==> src/rtl/keyLockPkg.sv <==
package keyLockPkg;

  typedef enum logic [1:0] {
    LK_CLOSED = 2'd0,
    LK_ARMED  = 2'd1,
    LK_OPEN   = 2'd2
  } lockState_t;

  typedef struct packed {
    logic grant;
    logic revoke;
  } lockStrobes_t;

endpackage

==> src/rtl/keyLockCtrl.sv <==
module keyLockCtrl
  import keyLockPkg::*;
#(
  parameter int DATA_W = 8,
  parameter logic [DATA_W-1:0] KEY_FIRST = 8'hCA,
  parameter logic [DATA_W-1:0] KEY_SECOND = 8'h53
) (
  input  logic              clk,
  input  logic              rst_n,
  input  logic              keyWrStrobe,
  input  logic              keySel,
  input  logic [DATA_W-1:0] keyData,
  output lockStrobes_t      strobes
);

  lockState_t state, nextState;
  logic keyWr, isFirst, isSecond;

  assign keyWr    = keyWrStrobe & keySel;
  assign isFirst  = (keyData == KEY_FIRST);
  assign isSecond = (keyData == KEY_SECOND);

  always_comb begin
    nextState = state;
    strobes   = '0;
    if (keyWr) begin
      unique case (state)
        LK_CLOSED: nextState = isFirst ? LK_ARMED : LK_CLOSED;
        LK_ARMED: begin
          if (isSecond) begin
            nextState     = LK_OPEN;
            strobes.grant = 1'b1;
          end else begin
            nextState = LK_CLOSED;
          end
        end
        LK_OPEN: begin
          nextState      = LK_CLOSED;
          strobes.revoke = 1'b1;
        end
        default: nextState = LK_CLOSED;
      endcase
    end
  end

  always_ff @(posedge clk or negedge rst_n) begin
    if (!rst_n) state <= LK_CLOSED;
    else        state <= nextState;
  end

  // armed plus second key leads to open
  p_second_key_opens_r2: assert property (@(posedge clk) disable iff (!rst_n)
    (keyWr && state == LK_ARMED && keyData == KEY_SECOND) |=> state == LK_OPEN);

  // armed plus a wrong key falls back to closed
  p_armed_miss_closes_r3: assert property (@(posedge clk) disable iff (!rst_n)
    (keyWr && state == LK_ARMED && keyData != KEY_SECOND) |=> state == LK_CLOSED);

  // any key write while open closes
  p_open_any_key_closes_r4: assert property (@(posedge clk) disable iff (!rst_n)
    (keyWr && state == LK_OPEN) |=> state == LK_CLOSED);

  // no qualified key write, no state change
  p_idle_holds_r7: assert property (@(posedge clk) disable iff (!rst_n)
    !keyWr |=> $stable(state));

  // opening always passes through armed
  p_open_via_armed_r8: assert property (@(posedge clk) disable iff (!rst_n)
    (state == LK_OPEN && $past(state) != LK_OPEN) |-> $past(state) == LK_ARMED);

endmodule

==> src/rtl/keyLockGate.sv <==
module keyLockGate
  import keyLockPkg::*;
#(
  parameter int NUM_PROT = 5
) (
  input  logic                clk,
  input  logic                rst_n,
  input  lockStrobes_t        strobes,
  input  logic [NUM_PROT-1:0] protWrReq,
  output logic [NUM_PROT-1:0] protWrEn,
  output logic                unlocked
);

  logic openQ;

  always_ff @(posedge clk or negedge rst_n) begin
    if (!rst_n)              openQ <= 1'b0;
    else if (strobes.grant)  openQ <= 1'b1;
    else if (strobes.revoke) openQ <= 1'b0;
  end

  for (genvar lane = 0; lane < NUM_PROT; lane++) begin : g_lane
    assign protWrEn[lane] = protWrReq[lane] & openQ;
  end

  assign unlocked = openQ;

  // a grant strobe opens the gate in the next cycle
  p_grant_opens_r2: assert property (@(posedge clk) disable iff (!rst_n)
    strobes.grant |=> openQ);

  // a revoke strobe shuts the gate in the next cycle
  p_revoke_shuts_r4: assert property (@(posedge clk) disable iff (!rst_n)
    strobes.revoke |=> !openQ);

  // strobes are never raised together
  p_strobes_exclusive_r4: assert property (@(posedge clk) disable iff (!rst_n)
    !(strobes.grant && strobes.revoke));

endmodule

==> src/rtl/keyLock.sv <==
module keyLock
  import keyLockPkg::*;
#(
  parameter int DATA_W = 8,
  parameter int NUM_PROT = 5,
  parameter logic [DATA_W-1:0] KEY_FIRST = 8'hCA,
  parameter logic [DATA_W-1:0] KEY_SECOND = 8'h53
) (
  input  logic                clk,
  input  logic                rst_n,
  input  logic                keyWrStrobe,
  input  logic                keySel,
  input  logic [DATA_W-1:0]   keyData,
  input  logic [NUM_PROT-1:0] protWrReq,
  output logic [NUM_PROT-1:0] protWrEn,
  output logic                unlocked
);

  lockStrobes_t strobes;

  keyLockCtrl #(
    .DATA_W(DATA_W), .KEY_FIRST(KEY_FIRST), .KEY_SECOND(KEY_SECOND)
  ) ctrl_i (
    .clk(clk), .rst_n(rst_n), .keyWrStrobe(keyWrStrobe), .keySel(keySel),
    .keyData(keyData), .strobes(strobes)
  );

  keyLockGate #(.NUM_PROT(NUM_PROT)) gate_i (
    .clk(clk), .rst_n(rst_n), .strobes(strobes), .protWrReq(protWrReq),
    .protWrEn(protWrEn), .unlocked(unlocked)
  );

  // nothing gets through while closed
  p_closed_blocks_r5: assert property (@(posedge clk) disable iff (!rst_n)
    !unlocked |-> protWrEn == '0);

  // lanes pass through while open
  p_open_passes_r6: assert property (@(posedge clk) disable iff (!rst_n)
    unlocked |-> protWrEn == protWrReq);

endmodule

==> config.mk <==
export PLATFORM = sky130hd
export DESIGN_NAME = keyLock
export DESIGN_NICKNAME = d
export VERILOG_FILES = /design/src/rtl/keyLockPkg.sv /design/src/rtl/keyLockCtrl.sv /design/src/rtl/keyLockGate.sv /design/src/rtl/keyLock.sv
export SDC_FILE = /design/constraint.sdc
export NUM_CORES = 1
export LEC_CHECK = 0
export ABC_CLOCK_PERIOD_IN_PS = 2200
export BUFFER_PORTS_ARGS = -buffer_cell sky130_fd_sc_hd__buf_2
export CORE_AREA = 2 2 39 41
export CTS_CLUSTER_SIZE = 20
export DETAILED_ROUTE_END_ITERATION = 10
export DIE_AREA = 0 0 41 43
export GPL_TIMING_DRIVEN = 0
export SLEW_MARGIN = 20
export SYNTH_ARGS = -nofsm -noshare
export SYNTH_HDL_FRONTEND = slang
export SYNTH_SLANG_ARGS = --single-unit
==> constraint.sdc <==
create_clock -name clk -period 2.2 [get_ports clk]
set_clock_uncertainty 0.1 [all_clocks]
set_input_delay 0.11 -clock clk [delete_from_list [all_inputs] [get_ports clk]]
set_output_delay 0.11 -clock clk [all_outputs]
set_load 0.02 [all_outputs]
After elaboration in Yosys (flattened, before gate mapping)
Index checks and enable logic that the tools add are counted.
{"block": "word_totals", "regBits": 3, "latchBits": 0, "ramBits": 0, "romBits": 0, "in_bits": 17, "output_inout_bits": 6, "elab_cells": 23, "memories": 0}
{"block": "op_classes", "addsub": 0, "multipliers": 0, "div_mod_pow": 0, "magnitude_cmp": 0, "n_eq_ne": 4, "shifts": 0, "muxes": 9, "n_bitwise": 6, "reduce_logical": 2}
{"op": "$eq 8x7->1 const B", "n": 1}
{"op": "$eq 8x8->1 const B", "n": 1}
{"op": "$and 1x1->1", "n": 6}
{"op": "$mux 1", "n": 6}
{"op": "$mux 2", "n": 2}
{"op": "$pmux 2 s2", "n": 1}
{"op": "$eq 2x1->1 const B", "n": 1}
{"op": "$eq 2x2->1 const B", "n": 1}
{"op": "$logic_not 2->1", "n": 1}
{"op": "$reduce_bool 2->1", "n": 1}

Logic depth before layout (Yosys ltp)
Gate-level depths: netlist (run 1).
{"block": "logic_depth", "depth_word": 6, "ltp_mapped": 3, "mapped_depth_nobuf": 3}

Modules after synthesis
Synthesis (run 1) repeated with hierarchy kept, for this count alone.
{"block": "unflattened", "hier_cells": 23, "hier_area_um2": 209.0}
{"module": "keyLockCtrl", "n_inst": 1, "cells_per_inst": 15, "area_per_inst_um2": 141.4, "seq_area_each_um2": 50.0}
{"module": "keyLockGate", "n_inst": 1, "cells_per_inst": 8, "area_per_inst_um2": 67.6, "seq_area_each_um2": 25.0}

Least setup slack after synthesis (run 1)
No wires, ideal clock.
{"block": "synth_path", "path_type": "reg2reg", "start": "register ctrl_i.state[1]", "end": "register ctrl_i.state[1]", "setup_time_ps": 67, "t_arrival_ps": 1104, "required_time_ps": 2033, "setup_slack_ps": 929, "stages_incl_launch_ff": 4, "path_buffers": 0, "synth_period_minus_slack_ps": 1271, "path_cell_list": "dfrtp_1 > nand4bb_1 > or4_1 > nand2_1"}
{"block": "synth_via", "elab_chain_len": 2, "word_cells_on_any_way": 3, "classes_between": "eq/ne: 1; mux: 1; reduce/logical: 1"}
{"item": "start: declaration", "line_no": "keyLockCtrl.sv:16", "rtl": "lockState_t state, nextState;"}
{"item": "start signal: assignment", "line_no": "keyLockCtrl.sv:48", "rtl": "else state <= nextState;"}
{"item": "$eq 2x1->1 / $logic_not 2->1 (equally long branches)", "line_no": "keyLockCtrl.sv:27", "rtl": "unique case (state)"}
{"item": "$pmux 2 s2 (*)", "line_no": "keyLockCtrl.sv:27"}
Mark *: on every way between the ends. The rest lies on a longest branch, timed or not.
A chain may end at the register's enable or synchronous reset.

Worst setup path after layout (run 1)
Ends and elaborated chain as after synthesis.

==> results of run 1 <==
worst max-delay path, delay by kind of cell, from the launching register on:
kind	cells	cell delay, ps
flops	1	380
simple gates	3	820
power by group through the flow:
stage | clock network [mW] | logic [mW] | registers, mW
after floorplan | 0 | 0.00355 | 0.0564
after detailed placement | 0 | 0.0193 | 0.0564
after global placement | 0 | 0.0185 | 0.0564
after CTS | 0.0997 | 0.0207 | 0.0557
final | 0.0953 | 0.0203 | 0.0557
after global routing | 0.109 | 0.0236 | 0.0556
cells in the final DEF, fill, tap and decap left out, types with 2 or more instances in the layout:
cell | Yosys | routed
clkbuf_4 | 0 | 3
nand2_1 | 4 | 4
nand4bb_1 | 2 | 2
buf_2 | 0 | 22
dfrtp_1 | 3 | 3
and2_1 | 5 | 5
flip-flops by register name, indices dropped and copies added (netlist names):
signal	cells
ctrl_i.state	2
gate_i.unlocked	1
kinds of logic (layout without fill, tap and decap cells):
logic type / count (synthesis) / after routing
and+or+nand+nor: 16 / 16
AOI/OAI and AO/OA: 2 / 2
buffers and inverters: 0 / 27
DFF: 3 / 3
worst max path at each step:
| stage | slack (ps) | end | start |
|---|---|---|---|
| 6_report | 820 | ctrl_i.state[1] | ctrl_i.state[1] |
| 5_1_grt | 720 | ctrl_i.state[1] | ctrl_i.state[1] |
| 4_1_cts | 800 | ctrl_i.state[1] | ctrl_i.state[1] |
| 3_5_place_dp | 810 | ctrl_i.state[1] | ctrl_i.state[1] |
| 3_3_place_gp | 830 | ctrl_i.state[1] | ctrl_i.state[1] |
| 2_1_floorplan | 930 | ctrl_i.state[1] | ctrl_i.state[1] |
final cells by class:
cell class | instances | area (sq um) | share of cell area
tap | 16 | 20.0 | 0.0556
multi-input combinational | 18 | 119 | 0.330
timing repair buffer | 23 | 120 | 0.333
clock buffer | 4 | 26.3 | 0.0729
sequential | 3 | 75.1 | 0.208
per-stage QoR:
stage | setup slack (ps) | util | cell area (sq um) | cells
floorplan | 929 | - | 194 | 21
global route | 716 | 0.260 | 360 | 64
global placement | 834 | 0.234 | 324 | 59
detailed placement | 805 | 0.234 | 324 | 59
CTS | 797 | 0.260 | 360 | 64
finish | 823 | 0.260 | 360 | 64
routing by layer:
metal | vias to the layer above | wire (um) | GRT usage | part of all wire
met3 | 2 | 77 | 0.0471 | 0.14
met5 | - | 0 | 0 | 0
met4 | 0 | 10 | 0.0600 | 0.018
met1 | 114 | 207 | 0.0742 | 0.37
li1 | 129 | - | - | -
met2 | 20 | 270 | 0.138 | 0.48
==> impl_metrics.json, run 1 <==
{
  "clock_latency_ps": 230,
  "synth-compound-area-share": 0.0645,
  "r2r_setup_slack_ps": 820,
  "grt_max_degree": 8,
  "path_max_fanout": 3,
  "dr.first_iter.drc_count": 0,
  "dieArea_sq_mm": 0.00176,
  "seqPwrFrac": 0.325,
  "synthSimpleGateAreaFrac": 0.548,
  "wl_per_cell_um": 8.84,
  "routed_wl_um": 566,
  "synthXorXnorAreaFrac": 0,
  "cts_tree": "yes",
  "num_vias": 265,
  "synth_largest_area_cell": "dfrtp_1",
  "dr.pass1.iters": 1,
  "grt_antenna_before_repair": 0,
  "cts_hold_buf": 1,
  "cts_resized": 0,
  "layout.nets": 66,
  "synth_area_leaders": "dfrtp_1, and2_1, nand4bb_1",
  "syn_area_per_cell_sq_um": 9.24,
  "ir_drop_mv": 0.217,
  "core.rowCount": 14,
  "area_delta_synth_final_pct": 85.8,
  "relSlewSlack": 0.828,
  "grt_overflow": 0,
  "power.switching_mw": 0.0345,
  "min_period_ps": 1380,
  "worst_slew_pin_slew_ps": 255,
  "place.gp.congestion": 0.601,
  "fillers": 166,
  "cp_slowest_cell": "or4_1",
  "clk_path_buf_depth": 2,
  "setup_viol": 0,
  "p_per_area_mw_per_mm2": 475,
  "hold_path_end": "gate_i.unlocked",
  "drv_cap": 0,
  "fin_crit_sh": 0.626,
  "yosys.cell_types.count": 11,
  "arrival_ps": 1440,
  "r2r_end": "ctrl_i.state[1]",
  "hold_start": "keyData[3]",
  "root_buffer": "clkbuf_4",
  "path_cells": "nand4bb_1, or4_1, nand2_1",
  "min_path_type": "input port to register",
  "track_usage": 0.0854,
  "synth_commonest_cells": "and2_1, nand2_1, dfrtp_1",
  "cts_sinks": 3,
  "yosys_warnings": 0,
  "rsz0062_at_grt": "no",
  "reg2reg_from": "ctrl_i.state[1]",
  "syn_area_sq_um": 194,
  "maxSlewViolCount": 0,
  "synth_top_family_by_area": "simple AND/OR/NAND/NOR gates",
  "htreeDepth": 1,
  "postCtsSetupRepairBufs": 0,
  "synth-adder-area-share": 0,
  "die_y_um": 43,
  "syn_inst": 21,
  "start_kind": "register",
  "power.leakage_nw": 0.211,
  "cp_slowest_stage_delay_ps": 510,
  "coreArea_sq_mm": 0.00138,
  "path_clk_slew_ps": 30,
  "fmax_mhz": 726,
  "tns_ps": 0,
  "detail-route-antenna-nets": 0,
  "p_clk_frac": 0.556,
  "drc_errors": 0,
  "status": "finished clean",
  "syn_nets": 38,
  "reg2regPathDepth": 3,
  "synth_mux_area_frac": 0,
  "final-hold-violation-count": 0,
  "worstHoldPathCells": 3,
  "async_flop_share": 1.00,
  "antennaDiodeCount": 0,
  "yosysSeqAreaShare": 0.387,
  "portBuffers": 22,
  "grt_pass1_wl_um": 959,
  "internal_power_mw": 0.137,
  "synth-edff-count": 0,
  "path_class": "register to register",
  "ios": 23,
  "synth.most_common_cell": "and2_1",
  "viasPerCell": 4.14,
  "worstSetupEndpointType": "register",
  "power_mw": 0.171,
  "yosysTopAreaCellShare": 0.387,
  "swShare": 0.201,
  "pwr-share-comb": 0.119,
  "grt_pass1_vias": 257,
  "die_w_um": 41,
  "worst_ep_required_time_ps": 2270,
  "synth_flop_cell": "dfrtp_1",
  "ys_ff_latch": 3,
  "layout-drive-gt1-share": 0.521,
  "hold_ws_ps": 73.3,
  "cts_made_buffers": 3,
  "start_util": 0.140
}
No activity file was read; power rests on OpenSTA's default activity.
==> run 2: changes to the inputs <==
--- a/config.mk
+++ b/config.mk
@@ -5,7 +5,8 @@
 export SDC_FILE = /design/constraint.sdc
 export NUM_CORES = 1
 export LEC_CHECK = 0
-export ABC_CLOCK_PERIOD_IN_PS = 2200
+export ABC_AREA = 1
+export ABC_CLOCK_PERIOD_IN_PS = 1400
 export BUFFER_PORTS_ARGS = -buffer_cell sky130_fd_sc_hd__buf_2
 export CORE_AREA = 2 2 39 41
 export CTS_CLUSTER_SIZE = 20
==> constraint.sdc (replaced) <==
create_clock -name clk -period 1.4 [get_ports clk]
set_clock_uncertainty 0.1 [all_clocks]
set_input_delay 0.07 -clock clk [delete_from_list [all_inputs] [get_ports clk]]
set_output_delay 0.07 -clock clk [all_outputs]
set_load 0.02 [all_outputs]
==> run 2 against run 1 <==
Compared with the run above: worst hold slack got worse by 33 ps; critical path depth unchanged; final area increased by 15%; non-clock buffer count unchanged; global-route usage decreased by 0.59 points; synthesized cell count increased by 120%; final cell count increased by 41%; sequential share of layout area decreased by 2.7 points; critical path type is now register to output port; largest power group unchanged.
==> impl_metrics.json, run 2 <==
{
  "r2r_setup_slack_ps": 480,
  "path_max_fanout": 7,
  "syn_area_per_cell_sq_um": 5.24,
  "min_period_ps": 1090,
  "track_usage": 0.0796,
  "synth.most_common_cell": "nand2_1",
  "ios": 23,
  "p_per_area_mw_per_mm2": 680,
  "area_delta_synth_final_pct": 67.5,
  "reg2regPathDepth": 4,
  "die_w_um": 41,
  "min_path_type": "input port to register",
  "fillers": 162,
  "routed_wl_um": 584,
  "wl_per_cell_um": 6.49,
  "hold_start": "keySel",
  "power_mw": 0.281,
  "status": "finished clean",
  "async_flop_share": 1.00,
  "start_kind": "register",
  "ys_ff_latch": 3,
  "r2r_end": "gate_i.unlocked",
  "grt_pass1_vias": 254,
  "core.rowCount": 14,
  "final_common_cell": "buf_2",
  "cts_sinks": 3,
  "arrival_ps": 920,
  "clk_path_buf_depth": 2,
  "tns_ps": 0,
  "portBuffers": 22,
  "path_clk_slew_ps": 40,
  "synth_area_leaders": "nand2_1, dfrtp_1, inv_1",
  "pre_cts_slack_ps": 481,
  "ir_drop_mv": 0.275,
  "layout-drive-gt1-share": 0.351,
  "synth_commonest_cells": "nand2_1, inv_1, nor2_1",
  "final-hold-violation-count": 0,
  "viasPerCell": 3.87,
  "yosys.cell_types.count": 7,
  "worstHoldPathCells": 4,
  "dieArea_sq_mm": 0.00176,
  "setup_ws_ps": 313,
  "cts_made_buffers": 3,
  "synth-edff-count": 0,
  "yosysTopAreaCellShare": 0.320,
  "fmax_mhz": 920,
  "regMostFlops": "ctrl_i.state",
  "layout.nets": 92,
  "reg2reg_from": "ctrl_i.state[0]",
  "worstSetupEndpointType": "output port",
  "detail-route-antenna-nets": 0,
  "dr.first_iter.drc_count": 4,
  "drc_errors": 0,
  "maxSlewViolCount": 0,
  "rsz0062_at_grt": "no",
  "grt_antenna_before_repair": 0,
  "path_class": "register to output port",
  "syn_inst": 47,
  "setup_viol": 0,
  "dp_hpwl_um": 502,
  "grt_overflow": 0,
  "grt_max_degree": 8,
  "die_y_um": 43,
  "finalNonFillerCells": 90,
  "largest_reg_flops": 2,
  "yosys_warnings": 0,
  "clock_latency_ps": 230,
  "drv_cap": 0,
  "htreeDepth": 1,
  "coreArea_sq_mm": 0.00138,
  "cts_resized": 0,
  "num_vias": 348,
  "start_util": 0.178,
  "fin_crit_sh": 0.777,
  "final_util": 0.298,
  "place.gp.congestion": 0.691,
  "cts_tree": "yes",
  "synth_largest_area_cell": "nand2_1",
  "worst_ep_required_time_ps": 1230,
  "placed_cells": 85,
  "mostFrequentLayoutCells": "buf_2, nand2_1, inv_1, nor2_1",
  "antennaDiodeCount": 0,
  "power.leakage_nw": 0.305,
  "worst_slew_pin_slew_ps": 177,
  "dr.pass1.iters": 2,
  "root_buffer": "clkbuf_4",
  "syn_area_sq_um": 246,
  "yosysSeqAreaShare": 0.305,
  "grt_pass1_wl_um": 869,
  "syn_nets": 64,
  "relSlewSlack": 0.882,
  "synth_flop_cell": "dfrtp_1",
  "hold_path_end": "ctrl_i.state[0]"
}
## run 2: changes by cell type in the layout (fill, tap and decap cells not counted), moves of 2 or more
cell	previous run	this run
inv_1	0	13
nor2_1	0	6
nand2_1	4	21
nand3_1	0	2
and2_1	5	0
nand4bb_1	2	0
## run 2: critical path, cell delays in order (launching register included)
cell	delay (ps)
dfrtp_1	420
nand2_1	70
inv_1	50
buf_2	150
## run 2: kinds of logic after synthesis
kind of cell,after synthesis,synth area share
compound gates,1,0.0203
simple gates,30,0.477
flops,3,0.305
buf+inv,13,0.198
## run 2: per-layer routing
layer | vias to the layer above | share of wire | track usage
met2 | 20 | 0.41 | 0.0969
li1 | 186 | - | -
met1 | 140 | 0.40 | 0.0812
met4 | 0 | 0.017 | 0.0733
met5 | - | 0 | 0
met3 | 2 | 0.17 | 0.0628
## run 2: layout make-up
| cell class | instances | area (sq um) | area share |
|---|---|---|---|
| Multi-Input combinational cell | 31 | 123 | 0.297 |
| Timing Repair Buffer | 23 | 120 | 0.291 |
| Sequential cell | 3 | 75.1 | 0.182 |
| Inverter | 13 | 48.8 | 0.118 |
| Clock buffer | 4 | 26.3 | 0.0636 |
| Tap cell | 16 | 20.0 | 0.0485 |
## run 2: how the worst max path moves through the flow
stage	startpoint	endpoint	slack [ps]	depth (start not counted)
2_1_floorplan	gate_i.unlocked	protWrEn[0]	510	2
3_3_place_gp	ctrl_i.state[0]	gate_i.unlocked	460	4
3_5_place_dp	ctrl_i.state[0]	gate_i.unlocked	480	4
4_1_cts	gate_i.unlocked	protWrEn[4]	290	3
5_1_grt	gate_i.unlocked	protWrEn[2]	210	3
6_report	gate_i.unlocked	protWrEn[4]	310	3
## run 2: power by group
part / total (mW) / leakage (nW) / switching, mW / internal (mW)
Sequential: 0.0875 / 0.0419 / 0.000117 / 0.0874
Clock: 0.151 / 0.0150 / 0.0441 / 0.107
Combinational: 0.0424 / 0.249 / 0.0190 / 0.0234
## run 2: what timing repair did
| action | CTS | global route |
|---|---|---|
| endpoints found under the hold margin | 3 | 0 |
| setup endpoints to repair | 0 | 0 |
| buffers inserted | 0 | 0 |
| hold buffers | 1 | 0 |
## run 2: through the flow
step / instance area [sq um] / hold slack (ps)
4_1_cts: 413 / 31.8
3_3_place_gp: 377 / -231
2_1_floorplan: 246 / -326
6_report: 413 / 40.8
5_1_grt: 413 / 59.8
3_5_place_dp: 377 / -230
==> run 3: changes to the inputs <==
--- a/config.mk
+++ b/config.mk
@@ -5,8 +5,8 @@
 export SDC_FILE = /design/constraint.sdc
 export NUM_CORES = 1
 export LEC_CHECK = 0
-export ABC_AREA = 1
-export ABC_CLOCK_PERIOD_IN_PS = 1400
+export ABC_AREA = 0
+export ABC_CLOCK_PERIOD_IN_PS = 1110
 export BUFFER_PORTS_ARGS = -buffer_cell sky130_fd_sc_hd__buf_2
 export CORE_AREA = 2 2 39 41
 export CTS_CLUSTER_SIZE = 20
==> constraint.sdc (replaced) <==
create_clock -name clk -period 1.11 [get_ports clk]
set_clock_uncertainty 0.1 [all_clocks]
set_input_delay 0.0555 -clock clk [delete_from_list [all_inputs] [get_ports clk]]
set_output_delay 0.0555 -clock clk [all_outputs]
set_load 0.02 [all_outputs]
==> run 3 against run 2 <==
Compared with the run above: register-to-register slack got worse by 710 ps; critical path depth unchanged; the run now ends with setup timing left; worst hold slack got worse by 25 ps; die area is the same; global-route usage shrank 1.0 points; largest cell class unchanged; sequential cell count is the same; critical path type is now register to register; first-iteration DRC count down 100%; combinational power is 9.4% higher; final area is 3.6% higher; total power rose by 22%.
==> impl_metrics.json, run 3 (synthesis gave the netlist of run 1 again) <==
{
  "layout.nets": 66,
  "fin_crit_sh": 1.21,
  "status": "complete, but fails checks",
  "setup_viol": 4,
  "start_util": 0.140,
  "cp_slowest_cell": "or4_4",
  "clock_latency_ps": 230,
  "area_delta_synth_final_pct": 121,
  "grt_antenna_before_repair": 0,
  "clk_path_buf_depth": 2,
  "fmax_mhz": 747,
  "htreeDepth": 1,
  "dieArea_sq_mm": 0.00176,
  "dr.pass1.iters": 1,
  "detail-route-antenna-nets": 0,
  "cts_made_buffers": 3,
  "drc_errors": 0,
  "routed_wl_um": 566,
  "start_kind": "register",
  "worst_slew_pin_slew_ps": 228,
  "core.rowCount": 14,
  "root_buffer": "clkbuf_4",
  "largest_reg_flops": 2,
  "final_common_cell": "buf_2",
  "coreArea_sq_mm": 0.00138,
  "setup_ws_ps": -229,
  "cts_sinks": 3,
  "dr.first_iter.drc_count": 0,
  "arrival_ps": 1400,
  "busiest_layer": "met2",
  "min_period_ps": 1340,
  "num_vias": 271,
  "path_max_fanout": 3,
  "place.gp.congestion": 0.605,
  "path_class": "register to register",
  "cp_slowest_stage_delay_ps": 500,
  "finish.instance_area_sq_um": 428,
  "grt_max_degree": 8,
  "worst-path-buf-inv": 0,
  "worst_ep_required_time_ps": 1170,
  "layout-drive-gt1-share": 0.708,
  "mostFrequentLayoutCells": "buf_2, and2_4, buf_6, nand2_1, clkbuf_4",
  "grtUsageMet1": 0.0682,
  "dpl_cell_area_sq_um": 324,
  "grt_overflow": 0,
  "cpLargestDelayFamily": "simple AND/OR/NAND/NOR gates",
  "path_cells": "nand4bb_4, or4_4, nand2_2",
  "postCtsSetupRepairBufs": 0,
  "violations": "setup timing",
  "min_path_type": "input port to register",
  "power.leakage_nw": 0.221,
  "final_util": 0.309,
  "ir_drop_mv": 0.550,
  "regMostFlops": "ctrl_i.state",
  "final-hold-violation-count": 0,
  "viasPerCell": 4.23,
  "globalRouteMet2Util": 0.103,
  "dp_hpwl_um": 445,
  "cts_tree": "yes",
  "p_per_area_mw_per_mm2": 798,
  "maxSlewViolCount": 0,
  "ios": 23,
  "die_y_um": 43,
  "track_usage": 0.0695,
  "worstSetupEndpointType": "register",
  "portBuffers": 22,
  "grt_pass1_vias": 216,
  "antennaDiodeCount": 0,
  "use_met3": 0.0471,
  "grt_pass1_wl_um": 779,
  "path_clk_slew_ps": 30,
  "drv_cap": 0,
  "wl_per_cell_um": 8.84,
  "rsz0062_at_grt": "yes",
  "die_w_um": 41,
  "relSlewSlack": 0.847
}
## run 3: cell types whose count changed in the layout (fill, tap and decap cells not counted), moves of 5 or more
cell,before,now
and2_4,0,5
inv_1,13,0
buf_2,22,17
nor2_1,6,0
buf_6,0,5
nand2_1,21,3
## run 3: worst paths after layout
path / startpoint / endpoint / slack, ps / cells past startpoint
worst max register to register: ctrl_i.state[1] / ctrl_i.state[1] / -230 / 3
max in group asynchronous: rst_n / gate_i.unlocked / 740 / 2
worst min register to register: ctrl_i.state[0] / ctrl_i.state[0] / 430 / 1
worst max-delay path: ctrl_i.state[1] / ctrl_i.state[1] / -230 / 3
worst min-delay path: keyData[3] / gate_i.unlocked / 20 / 3
min in group asynchronous: rst_n / gate_i.unlocked / 60 / 2
## run 3: through the flow
stage	instances	TNS [ps]	power [mW]	worst slack [ps]	hold slack (ps)
2_1_floorplan	21	-312	0.119	-161	-340
3_3_place_gp	59	-582	0.148	-260	-248
3_5_place_dp	59	-628	0.150	-293	-241
4_1_cts	64	-631	0.347	-277	5.59
5_1_grt	64	-776	0.376	-268	15.2
6_report	64	-482	0.342	-229	15.9
## run 3: what timing repair did
action	in CTS	in global routing
setup endpoints to repair	7	8
endpoints found under the hold margin	3	0
gates cloned	0	0
pin swaps	3	3
resized for setup	4	15
hold buffers	1	0
## run 3: metal layers
| metal | wire length, um | vias to the layer above |
|---|---|---|
| li1 | - | 131 |
| met3 | 82 | 0 |
| met4 | 0 | 0 |
| met5 | 0 | - |
| met1 | 196 | 119 |
| met2 | 286 | 21 |
## run 3: cell type report
type | instances | area, sq um
clock buffer | 4 | 26.3
timing repair buffer | 23 | 151
sequential | 3 | 76.3
fill | 146 | 956
tap | 16 | 20.0
multi-input combinational | 18 | 154
## run 3: tightest hold or removal path, delay by kind of cell
family                 cells  cell delay [ps]
and+or+nand+nor            2              160
buffers and inverters      1               90
## run 3: where the power goes
group | internal (mW) | leakage [nW] | switching (mW)
Sequential | 0.110 | 0.0402 | 0.000189
Clock | 0.134 | 0.0150 | 0.0505
Combinational | 0.0295 | 0.166 | 0.0170
Total | 0.274 | 0.221 | 0.0677
